## src/rtl/educpu_pkg.sv

```systemverilog
package educpu_pkg;

  localparam int WORD_W = 24;
  localparam int ADDR_W = 15;
  localparam int BYTE_W = 8;
  localparam int DEV_W  = 8;

  localparam logic [7:0] OP_LDA  = 8'h00;
  localparam logic [7:0] OP_LDX  = 8'h04;
  localparam logic [7:0] OP_STA  = 8'h0C;
  localparam logic [7:0] OP_STX  = 8'h10;
  localparam logic [7:0] OP_ADD  = 8'h18;
  localparam logic [7:0] OP_SUB  = 8'h1C;
  localparam logic [7:0] OP_MUL  = 8'h20;
  localparam logic [7:0] OP_DIV  = 8'h24;
  localparam logic [7:0] OP_COMP = 8'h28;
  localparam logic [7:0] OP_TIX  = 8'h2C;
  localparam logic [7:0] OP_JEQ  = 8'h30;
  localparam logic [7:0] OP_JGT  = 8'h34;
  localparam logic [7:0] OP_JLT  = 8'h38;
  localparam logic [7:0] OP_J    = 8'h3C;
  localparam logic [7:0] OP_AND  = 8'h40;
  localparam logic [7:0] OP_OR   = 8'h44;
  localparam logic [7:0] OP_JSUB = 8'h48;
  localparam logic [7:0] OP_RSUB = 8'h4C;
  localparam logic [7:0] OP_LDCH = 8'h50;
  localparam logic [7:0] OP_STCH = 8'h54;
  localparam logic [7:0] OP_RD   = 8'hD8;
  localparam logic [7:0] OP_WD   = 8'hDC;
  localparam logic [7:0] OP_TD   = 8'hE0;

  typedef enum logic [1:0] {
    CC_LT = 2'b00,
    CC_EQ = 2'b01,
    CC_GT = 2'b10
  } ccT;

  // Strobes from the sequencer to the datapath
  typedef struct packed {
    logic       addrUseTa;   // address base: target address instead of PC
    logic [1:0] addrOfs;     // byte offset added to the base
    logic       irCap;       // capture fetched byte into the instruction register
    logic       opCap;       // capture read byte into the operand register
    logic [1:0] capIdx;      // byte lane for either capture
    logic       memWe;
    logic [1:0] wrIdx;       // byte lane of a word store
    logic       wrByteOnly;  // single byte store of A[7:0]
    logic       pcInc;
    logic       pcJump;
    logic       pcFromL;
    logic       linkSave;
    logic       exec;        // word operation with the captured operand
    logic       ldch;
    logic       testDev;
    logic       devRd;
    logic       devWr;
  } ctlT;

  function automatic ccT cmpSigned(input logic [WORD_W-1:0] a, input logic [WORD_W-1:0] b);
    if ($signed(a) < $signed(b))      return CC_LT;
    else if (a == b)                  return CC_EQ;
    else                              return CC_GT;
  endfunction

endpackage

```

## src/rtl/educpu_control.sv

```systemverilog
module educpu_control
  import educpu_pkg::*;
(
  input  logic       clk,
  input  logic       rstN,
  input  logic [7:0] opcode,
  input  ccT         cc,
  output ctlT        ctl,
  output logic       halted
);

  typedef enum logic [2:0] {
    ST_FETCH, ST_DECODE, ST_RDWORD, ST_RDBYTE,
    ST_WRWORD, ST_WRBYTE, ST_EXEC, ST_HALT
  } stateT;

  stateT      state, stateNext;
  logic [1:0] cnt, cntNext;

  always_ff @(posedge clk) begin
    if (!rstN) begin
      state <= ST_FETCH;
      cnt   <= '0;
    end else begin
      state <= stateNext;
      cnt   <= cntNext;
    end
  end

  always_comb begin
    ctl       = '0;
    stateNext = state;
    cntNext   = cnt;
    unique case (state)
      ST_FETCH: begin
        ctl.addrOfs = cnt;
        ctl.irCap   = (cnt != 2'd0);
        ctl.capIdx  = cnt - 2'd1;
        cntNext     = cnt + 2'd1;
        if (cnt == 2'd3) begin
          ctl.pcInc = 1'b1;
          stateNext = ST_DECODE;
          cntNext   = '0;
        end
      end
      ST_DECODE: begin
        stateNext = ST_FETCH;
        case (opcode)
          OP_LDA, OP_LDX, OP_ADD, OP_SUB, OP_MUL, OP_DIV,
          OP_AND, OP_OR, OP_COMP, OP_TIX: stateNext = ST_RDWORD;
          OP_LDCH:         stateNext = ST_RDBYTE;
          OP_STA, OP_STX:  stateNext = ST_WRWORD;
          OP_STCH:         stateNext = ST_WRBYTE;
          OP_J:            ctl.pcJump = 1'b1;
          OP_JEQ:          ctl.pcJump = (cc == CC_EQ);
          OP_JGT:          ctl.pcJump = (cc == CC_GT);
          OP_JLT:          ctl.pcJump = (cc == CC_LT);
          OP_JSUB: begin
            ctl.linkSave = 1'b1;
            ctl.pcJump   = 1'b1;
          end
          OP_RSUB:         ctl.pcFromL = 1'b1;
          OP_TD:           ctl.testDev = 1'b1;
          OP_RD:           ctl.devRd   = 1'b1;
          OP_WD:           ctl.devWr   = 1'b1;
          default:         stateNext = ST_HALT;
        endcase
      end
      ST_RDWORD: begin
        ctl.addrUseTa = 1'b1;
        ctl.addrOfs   = cnt;
        ctl.opCap     = (cnt != 2'd0);
        ctl.capIdx    = cnt - 2'd1;
        cntNext       = cnt + 2'd1;
        if (cnt == 2'd3) begin
          stateNext = ST_EXEC;
          cntNext   = '0;
        end
      end
      ST_EXEC: begin
        ctl.exec  = 1'b1;
        stateNext = ST_FETCH;
      end
      ST_RDBYTE: begin
        ctl.addrUseTa = 1'b1;
        cntNext       = cnt + 2'd1;
        if (cnt == 2'd1) begin
          ctl.ldch  = 1'b1;
          stateNext = ST_FETCH;
          cntNext   = '0;
        end
      end
      ST_WRWORD: begin
        ctl.addrUseTa = 1'b1;
        ctl.addrOfs   = cnt;
        ctl.memWe     = 1'b1;
        ctl.wrIdx     = cnt;
        cntNext       = cnt + 2'd1;
        if (cnt == 2'd2) begin
          stateNext = ST_FETCH;
          cntNext   = '0;
        end
      end
      ST_WRBYTE: begin
        ctl.addrUseTa  = 1'b1;
        ctl.memWe      = 1'b1;
        ctl.wrByteOnly = 1'b1;
        stateNext      = ST_FETCH;
      end
      ST_HALT: stateNext = ST_HALT;
      default: stateNext = ST_HALT;
    endcase
  end

  assign halted = (state == ST_HALT);

  // once stopped the core stays stopped
  p_halt_sticky_r12: assert property (@(posedge clk) disable iff (!rstN)
    halted |=> halted);

  // a stopped core touches neither memory nor devices
  p_halt_quiet_r12: assert property (@(posedge clk) disable iff (!rstN)
    halted |-> !(ctl.memWe || ctl.devRd || ctl.devWr));

  // write enable and device strobes are mutually exclusive
  p_one_strobe_r11: assert property (@(posedge clk) disable iff (!rstN)
    $onehot0({ctl.memWe, ctl.devRd, ctl.devWr}));

endmodule

```

## src/rtl/educpu_datapath.sv

```systemverilog
module educpu_datapath
  import educpu_pkg::*;
#(
  parameter logic [ADDR_W-1:0] RESET_PC = '0
) (
  input  logic              clk,
  input  logic              rstN,
  input  ctlT               ctl,
  input  logic [BYTE_W-1:0] memRdData,
  input  logic              devReady,
  input  logic [BYTE_W-1:0] devRdData,
  output logic [ADDR_W-1:0] memAddr,
  output logic [BYTE_W-1:0] memWrData,
  output logic [DEV_W-1:0]  devAddr,
  output logic [BYTE_W-1:0] devWrData,
  output logic [7:0]        opcode,
  output ccT                cc
);

  localparam int INS_W   = WORD_W;
  localparam int XBIT    = ADDR_W;

  logic [WORD_W-1:0] regA, regX, regL, aNext, xNext, lNext;
  logic [ADDR_W-1:0] pc, pcNext, ta;
  logic [INS_W-1:0]  ir;
  logic [WORD_W-1:0] opnd;
  ccT                ccNext;
  logic [WORD_W-1:0] storeWord, prod, xInc;
  logic signed [WORD_W-1:0] quot;

  assign opcode = ir[INS_W-1 -: 8];

  // Target address: field, optionally indexed, wrapping in 15 bits
  assign ta = ir[ADDR_W-1:0] + (ir[XBIT] ? regX[ADDR_W-1:0] : '0);

  assign memAddr   = (ctl.addrUseTa ? ta : pc) + ADDR_W'(ctl.addrOfs);
  assign storeWord = (opcode == OP_STX) ? regX : regA;
  assign memWrData = ctl.wrByteOnly ? regA[BYTE_W-1:0]
                                    : storeWord[WORD_W-1 - BYTE_W*ctl.wrIdx -: BYTE_W];
  assign devAddr   = ta[DEV_W-1:0];
  assign devWrData = regA[BYTE_W-1:0];

  assign prod = regA * opnd;
  assign xInc = regX + 1'b1;
  always_comb begin
    quot = $signed(regA);
    if (opnd != '0) quot = $signed(regA) / $signed(opnd);
  end

  always_comb begin
    aNext  = regA;
    xNext  = regX;
    lNext  = regL;
    pcNext = pc;
    ccNext = cc;
    if (ctl.exec) begin
      case (opcode)
        OP_LDA:  aNext = opnd;
        OP_LDX:  xNext = opnd;
        OP_ADD:  aNext = regA + opnd;
        OP_SUB:  aNext = regA - opnd;
        OP_MUL:  aNext = prod;
        OP_DIV:  aNext = quot;
        OP_AND:  aNext = regA & opnd;
        OP_OR:   aNext = regA | opnd;
        OP_COMP: ccNext = cmpSigned(regA, opnd);
        OP_TIX: begin
          xNext  = xInc;
          ccNext = cmpSigned(xInc, opnd);
        end
        default: ;
      endcase
    end
    if (ctl.ldch)     aNext[BYTE_W-1:0] = memRdData;
    if (ctl.devRd)    aNext[BYTE_W-1:0] = devRdData;
    if (ctl.testDev)  ccNext = devReady ? CC_LT : CC_EQ;
    if (ctl.linkSave) lNext  = WORD_W'(pc);
    if (ctl.pcInc)    pcNext = pc + ADDR_W'(3);
    if (ctl.pcJump)   pcNext = ta;
    if (ctl.pcFromL)  pcNext = regL[ADDR_W-1:0];
  end

  always_ff @(posedge clk) begin
    if (!rstN) begin
      regA <= '0;
      regX <= '0;
      regL <= '0;
      pc   <= RESET_PC;
      cc   <= CC_EQ;
      ir   <= '0;
      opnd <= '0;
    end else begin
      regA <= aNext;
      regX <= xNext;
      regL <= lNext;
      pc   <= pcNext;
      cc   <= ccNext;
      if (ctl.irCap) ir[INS_W-1 - BYTE_W*ctl.capIdx -: BYTE_W]    <= memRdData;
      if (ctl.opCap) opnd[WORD_W-1 - BYTE_W*ctl.capIdx -: BYTE_W] <= memRdData;
    end
  end

  logic unusedBits;
  assign unusedBits = ^{regL[WORD_W-1:ADDR_W], regX[WORD_W-1:ADDR_W], ctl.memWe, ctl.devWr};

  // a completed fetch advances PC by one instruction
  p_pc_step_r2: assert property (@(posedge clk) disable iff (!rstN)
    ctl.pcInc |=> pc == $past(pc) + ADDR_W'(3));

  // a zero divisor leaves the accumulator alone
  p_div_zero_r6: assert property (@(posedge clk) disable iff (!rstN)
    (ctl.exec && opcode == OP_DIV && opnd == '0) |=> regA == $past(regA));

  // byte load keeps the upper accumulator bits
  p_ldch_upper_r10: assert property (@(posedge clk) disable iff (!rstN)
    ctl.ldch |=> regA[WORD_W-1:BYTE_W] == $past(regA[WORD_W-1:BYTE_W]));

  // device read keeps the upper accumulator bits
  p_rd_upper_r11: assert property (@(posedge clk) disable iff (!rstN)
    ctl.devRd |=> regA[WORD_W-1:BYTE_W] == $past(regA[WORD_W-1:BYTE_W]));

  // return lands on the saved link address
  p_rsub_r9: assert property (@(posedge clk) disable iff (!rstN)
    ctl.pcFromL |=> pc == $past(regL[ADDR_W-1:0]));

endmodule

```

## src/rtl/educpu_core.sv

```systemverilog
module educpu_core
  import educpu_pkg::*;
#(
  parameter logic [14:0] RESET_PC = 15'h0000
) (
  input  logic        clk,
  input  logic        rstN,
  output logic [14:0] memAddr,
  input  logic [7:0]  memRdData,
  output logic [7:0]  memWrData,
  output logic        memWe,
  output logic [7:0]  devAddr,
  input  logic        devReady,
  input  logic [7:0]  devRdData,
  output logic        devRdStrobe,
  output logic        devWrStrobe,
  output logic [7:0]  devWrData,
  output logic        halted
);

  ctlT        ctl;
  logic [7:0] opcode;
  ccT         cc;

  educpu_control u_control (
    .clk    (clk),
    .rstN   (rstN),
    .opcode (opcode),
    .cc     (cc),
    .ctl    (ctl),
    .halted (halted)
  );

  educpu_datapath #(.RESET_PC(RESET_PC)) u_datapath (
    .clk       (clk),
    .rstN      (rstN),
    .ctl       (ctl),
    .memRdData (memRdData),
    .devReady  (devReady),
    .devRdData (devRdData),
    .memAddr   (memAddr),
    .memWrData (memWrData),
    .devAddr   (devAddr),
    .devWrData (devWrData),
    .opcode    (opcode),
    .cc        (cc)
  );

  assign memWe       = ctl.memWe;
  assign devRdStrobe = ctl.devRd;
  assign devWrStrobe = ctl.devWr;

endmodule

```

## config.mk

```make
export PLATFORM = sky130hd
export DESIGN_NAME = educpu_core
export DESIGN_NICKNAME = d
export VERILOG_FILES = /design/src/rtl/educpu_pkg.sv /design/src/rtl/educpu_control.sv /design/src/rtl/educpu_datapath.sv /design/src/rtl/educpu_core.sv
export SDC_FILE = /design/constraint.sdc
export NUM_CORES = 2
export LEC_CHECK = 0
export BUFFER_PORTS_ARGS = -buffer_cell sky130_fd_sc_hd__buf_2
export CAP_MARGIN = 20
export CORE_ASPECT_RATIO = 2
export CORE_MARGIN = 2
export CORE_UTILIZATION = 40
export CTS_BUF_LIST = sky130_fd_sc_hd__clkbuf_4 sky130_fd_sc_hd__clkbuf_8
export DETAILED_ROUTE_END_ITERATION = 8
export PLACE_DENSITY = 0.54
export SLEW_MARGIN = 20
export SYNTH_ARGS = -nofsm -noshare
export SYNTH_HDL_FRONTEND = slang
export SYNTH_HIERARCHICAL = 1
export SYNTH_SLANG_ARGS = --single-unit
```

## constraint.sdc

```tcl
create_clock -name clk -period 60.1 [get_ports clk]
set_clock_uncertainty 0.15 [all_clocks]
set_input_delay 6.01 -clock clk [delete_from_list [all_inputs] [get_ports clk]]
set_output_delay 6.01 -clock clk [all_outputs]
set_load 0.1 [all_outputs]
```

== Word-level counts from Yosys, hierarchy flattened ==
Cells that the tools add are included.

* Bits in registers: 133
* Input port bits: 19
* Output and inout bits: 43

* Multiplexer cells: 54
* Shifts and indexed selects: 3
* Add/subtract/negate cells: 11
* Equal/unequal tests: 42
* Reductions and logical operators: 27
* Multiply operators: 1
* $lt $le $gt $ge: 2
* Divide/modulo/power cells: 1
* Bitwise gates (word level): 2

{| class="wikitable"
|+ Operator list
! cell !! count
|-
| $pmux 24 s7 || 1
|-
| $mux 15 || 5
|-
| $eq 8x6->1 const B || 8
|-
| $bwmux 24 || 2
|-
| $eq 24x24->1 || 2
|-
| $eq 8x7->1 const B || 6
|-
| $lt 24x24->1 || 2
|-
| $mux 24 || 2
|-
| $pmux 24 s2 || 1
|-
| $neg 32->34 || 1
|-
| $shift 8x34->31 const A || 1
|-
| $shiftx 8x34->31 || 1
|-
| $shiftx 31x33->8 || 1
|-
| $mux 8 || 4
|-
| $add 24x1->24 const B || 1
|-
| $add 24x24->24 || 1
|-
| $and 24x24->24 || 1
|-
| $div 24x24->24 || 1
|-
| $eq 8x5->1 const B || 3
|-
| $eq 8x8->1 const B || 3
|-
| $mul 24x24->24 || 1
|-
| $mux 2 || 12
|-
| $or 24x24->24 || 1
|-
| $reduce_bool 24->1 || 1
|-
| other kinds (38) || 81
|}

== Logic depth before layout (Yosys ltp) ==
* Word-level depth: 7
* Gate-level depth with buffers: 265

== By module ==
The synthesis kept the hierarchy.

{| class="wikitable"
|+ Modules (own cells, without submodules)
! module !! sequential area each (µm²) !! cells each !! area an instance (µm²) !! instances
|-
| educpu_datapath || 2,562.5 || 5,223 || 38,400.6 || 1
|-
| educpu_control || 100.1 || 129 || 875.8 || 1
|}

== Worst setup path before layout ==
OpenSTA, ideal clock, no wires.

* Path type: reg-to-reg
* Start point: reg u_datapath.opnd[0]
* End point: reg u_datapath.regA[21]
* Path slack: 7.663 ns
* Library setup time: 0.070 ns
* Arrival: 52.217 ns
* Cell stages (with the launch flop): 246
* Buffers on the path: 32
* Cell sequence: dfxtp_1 -> buf_6 -> inv_1 -> clkbuf_1 -> ha_1 -> or4b_1 -> o41ai_1 -> xnor2_1 -> nand4_1 -> buf_2 -> nor3_2 -> nand2_1 -> clkbuf_1 -> nor2_1 -> mux2i_1 -> ha_1 -> o21a_1 -> nor2_1 -> (+210 left out) -> a2111oi_0 -> o21ai_0 -> o21ai_0 -> xnor2_1 -> o21ai_0 -> a41oi_1 -> ha_1 -> a2111oi_0 -> o21ai_0 -> o21ai_0 -> nand3_1 -> or4_1 -> or3_1 -> clkbuf_1 -> o31ai_1 -> xor2_1 -> nand2_1 -> a21oi_1

* Longest elaborated chain between the ends: 3
* Elaborated cells on any way between the ends: 9
* Classes of those cells: add/sub (2); mul (1); div (1); eq/ne (1); mux (2); reduce/logical (2)

{| class="wikitable"
|+ Ends and longest elaborated chain
! element !! RTL line !! RTL
|-
| from (decl) || educpu_datapath.sv:26 || <nowiki>logic [WORD_W-1:0] opnd;</nowiki>
|-
| from (signal, indexed assignment) || educpu_datapath.sv:99 || <nowiki>if (ctl.opCap) opnd[WORD_W-1 - BYTE_W*ctl.capIdx -: BYTE_W] <= memRdData;</nowiki>
|-
| $div 24x24->24 / $reduce_bool 24->1 (equally long branches) || educpu_datapath.sv:47 || <nowiki>if (opnd != '0) quot = $signed(regA) / $signed(opnd);</nowiki>
|-
| $mux 24 / $ne 2x1->1 (equally long branches) || n/a ||
|-
| $pmux 24 s7 / $reduce_and 3->1 (equally long branches) || n/a ||
|-
| to (signal assigned) || educpu_datapath.sv:93 || <nowiki>regA <= aNext;</nowiki>
|-
| to (decl) || educpu_datapath.sv:23 || <nowiki>logic [WORD_W-1:0] regA, regX, regL, aNext, xNext, lNext;</nowiki>
|}

Several ways; a longest one is shown, not always the timed one. The select of a mux whose other input is x is not followed.
A chain may end at the register's enable or synchronous reset.

== Worst setup path in the final report ==
* Start point: reg u_datapath.opnd[0]
* End point: reg u_datapath.regA[13]

The elaborated chain is that of the path after synthesis.

==> flow_summary.ini <==
[critical_path]
cp_slowest_stage_delay_ps = 680
rr_endpoint = u_datapath/regA[13]
cp_slowest_cell = or4_1
path_class = flip-flop to flip-flop
reg2reg_from = u_datapath/opnd[0]
critical_path_peak_fanout = 22
worstPathRequired_ps = 60400
start_kind = flip-flop
endpoint_kind = flip-flop
cp_data_arrival_time_ps = 57460
reg2reg_setup_slack_ps = 2930
path_common_cell = ha_1
reg2regPathDepth = 230

[logic_synthesis]
yosys.cell_types.count = 114
synth_warnings = 6
syn_nets = 6099
synth-edff-count = 0
synth_area_um2 = 39280
synth_seq_cells = 133
synth_top_area_share_pct = 16.28
yosysTopAreaCell = ha_1
synthArstFlopShare_pct = 0
syn-instance-count = 5352
avgSynthCellArea_um2 = 7.339
synth-seq-area-share_pct = 6.779
synthFlopType = dfxtp_1
ys_top_cells_by_area = ha_1, fa_1, dfxtp_1

[floorplanning]
start_util_pct = 40.29
die_h_um = 447.2
die_x_um = 225.6
io_pins = 62
core_um2 = 97500
die_area_um2 = 100900
rows = 162

[placement]
hpwlAfterDp_mm = 145.9
dp.cells = 6590
place.gp.congestion = 1.054
place_area_um2 = 41250
port-buffer-count = 61

[timing]
slew_violations = 0
post-route-period-util_pct = 95.12
max_freq_mhz = 17.49
hold_viol = 0
finalCriticalPeriod_ps = 57170
setup_viol = 0
worstMarginPinSlew_ps = 1162
grt_setup_unrepaired = false
slew_headroom_pct = 21.33

[cts]
clock-root-buffer = clkbuf_8
clock_latency_ps = 500
h-tree-depth = 4
clk_path_buf_depth = 2
holdBufCountCts = 0
numCtsBuffers = 17
clock_sinks = 133
path_clk_slew_ps = 100
cts_tree = built

[cells_and_area]
drive_above_1_share_pct = 8.705
synthToLayoutAreaGrowth_pct = 6.830
stdcell_count = 6633
seqCellArea_um2 = 2664
postLayoutCoreUtil_pct = 43.04
mostFrequentLayoutCell = nand2_1
multiInputGateArea_um2 = 34220
final_area_um2 = 41960
final_nets = 6053
fillers = 10279
final_cell_mix = nand2_1, nor2_1, ha_1

[routing]
wirelength_mm = 186.6
drtIter0Drc = 3364
route.vias.total = 41304
routedWlPerCell_um = 28.12
drc_errors = 0
drt_pass1_iterations = 8
viasPerCell = 6.227
ant_nets = 0

[worst_hold_path]
hold-path-cell-count = 2
min_path_type = flip-flop to flip-flop
hold_path_startpoint = u_datapath/opnd[9]
min_to = u_datapath/opnd[9]

[grt]
track_usage_pct = 36.59
grt_pass1_wl_mm = 270.5
grt_pass1_vias = 41734
antenna_found_initial = 6
grt_max_degree = 73
grt_overflow = 0

[flow_run]
cap_violations = 0

[outcome]
status = finished clean
[critical path: cells and delay by family (launching register included)]
family,cells,cell delay (ps)
AOI/OAI and AO/OA,106,25960
xor gates and xnor gates,3,520
adders and majority gates,24,7500
buffers and inverters,18,3050
DFF,1,600
muxes,6,2100
and+or+nand+nor,73,17080
[cells by family (layout without fill, tap and decap cells)]
| group | count (synthesis) | after routing | synth area share (%) |
|---|---|---|---|
| other cells | 0 | 2 | 0 |
| mux | 126 | 126 | 3.651 |
| xor+xnor | 385 | 385 | 8.604 |
| compound gates | 1385 | 1385 | 23.53 |
| fa+ha+maj | 728 | 728 | 27.34 |
| simple gates | 1895 | 1895 | 23.06 |
| flops | 133 | 133 | 6.779 |
| buf+inv | 700 | 667 | 7.031 |
[worst max-delay path by stage]
stage,end,slack (ps),from,cells past startpoint
2_1_floorplan,u_datapath/regA[21],7660,u_datapath/opnd[0],245
3_3_place_gp,u_datapath/regA[13],-140,u_datapath/opnd[10],228
3_5_place_dp,u_datapath/regA[13],-500,u_datapath/opnd[10],226
4_1_cts,u_datapath/regA[13],30,u_datapath/opnd[1],229
5_1_grt,u_datapath/regA[13],70,u_datapath/opnd[1],234
6_report,u_datapath/regA[13],2930,u_datapath/opnd[0],230
[synthesized netlist by cell type, drive strengths merged, types with 16 or more instances]
library cell	instances
o22ai	21
a211oi	46
nand2	592
nand3	154
a21boi	77
nand2b	58
xnor2	261
and2	72
nor4b	16
a21o	92
or2	34
a211o	20
o21a	89
and3	57
inv	419
o211ai	68
nor4	37
nor3	130
a221oi	22
o21ai	268
nor2b	64
clkbuf	199
o31ai	43
or3	50
ha	511
a22oi	35
dfxtp	133
nor2	515
mux2	58
nand4	55
xor2	124
a21oi	337
mux2i	60
fa	217
buf	77
a31oi	66
o21bai	28
[registers in the layout, summed over array words and instances, names as in the netlist]
signal,flops
u_control/cnt,2
u_control/state,3
u_datapath/cc,2
u_datapath/ir,24
u_datapath/opnd,24
u_datapath/pc,15
u_datapath/regA,24
u_datapath/regL,15
u_datapath/regX,24
[metrics by stage]
step / hold slack (ps) / worst slack [ps] / setup TNS [ps]
after floorplan: 297.8 / 7663 / 0
after global placement: 302.4 / -141.1 / -141.1
after detailed placement: 308.9 / -497.4 / -2016
after CTS: 321.1 / 31.16 / 0
after global routing: 352.4 / 70.91 / 0
final: 321.3 / 2935 / 0
[what timing repair did]
item                       4_1_cts  5_1_grt
cloned                           0        0
setup buffers                    0        9
gates resized for setup          5       44
pin swaps                        0        2
setup endpoints to repair       16       24
[area by class of cell]
cell class              instances  area share [%]
multi-input cells            4519           81.56
clock inverters                13          0.3310
inverters                     424           3.793
well taps                    1312           3.912
clock buffers                  19          0.6232
flip-flops and latches        133           6.349
repair buffers                211           3.417
diodes                          2         0.01193
[routing by layer]
| metal | track usage [%] | routed length [um] | part of all wire, % | vias up |
|---|---|---|---|---|
| li1 | - | - | - | 18785 |
| met1 | 35.94 | 62430 | 33 | 19762 |
| met2 | 64.61 | 91120 | 49 | 1877 |
| met3 | 6.335 | 11540 | 6.2 | 874 |
| met4 | 34.32 | 21420 | 11 | 6 |
| met5 | 0 | 40 | 0.021 | - |
Power is not shown: default switching activity piles up to over one toggle a cycle in this logic, so the estimate is an artifact.
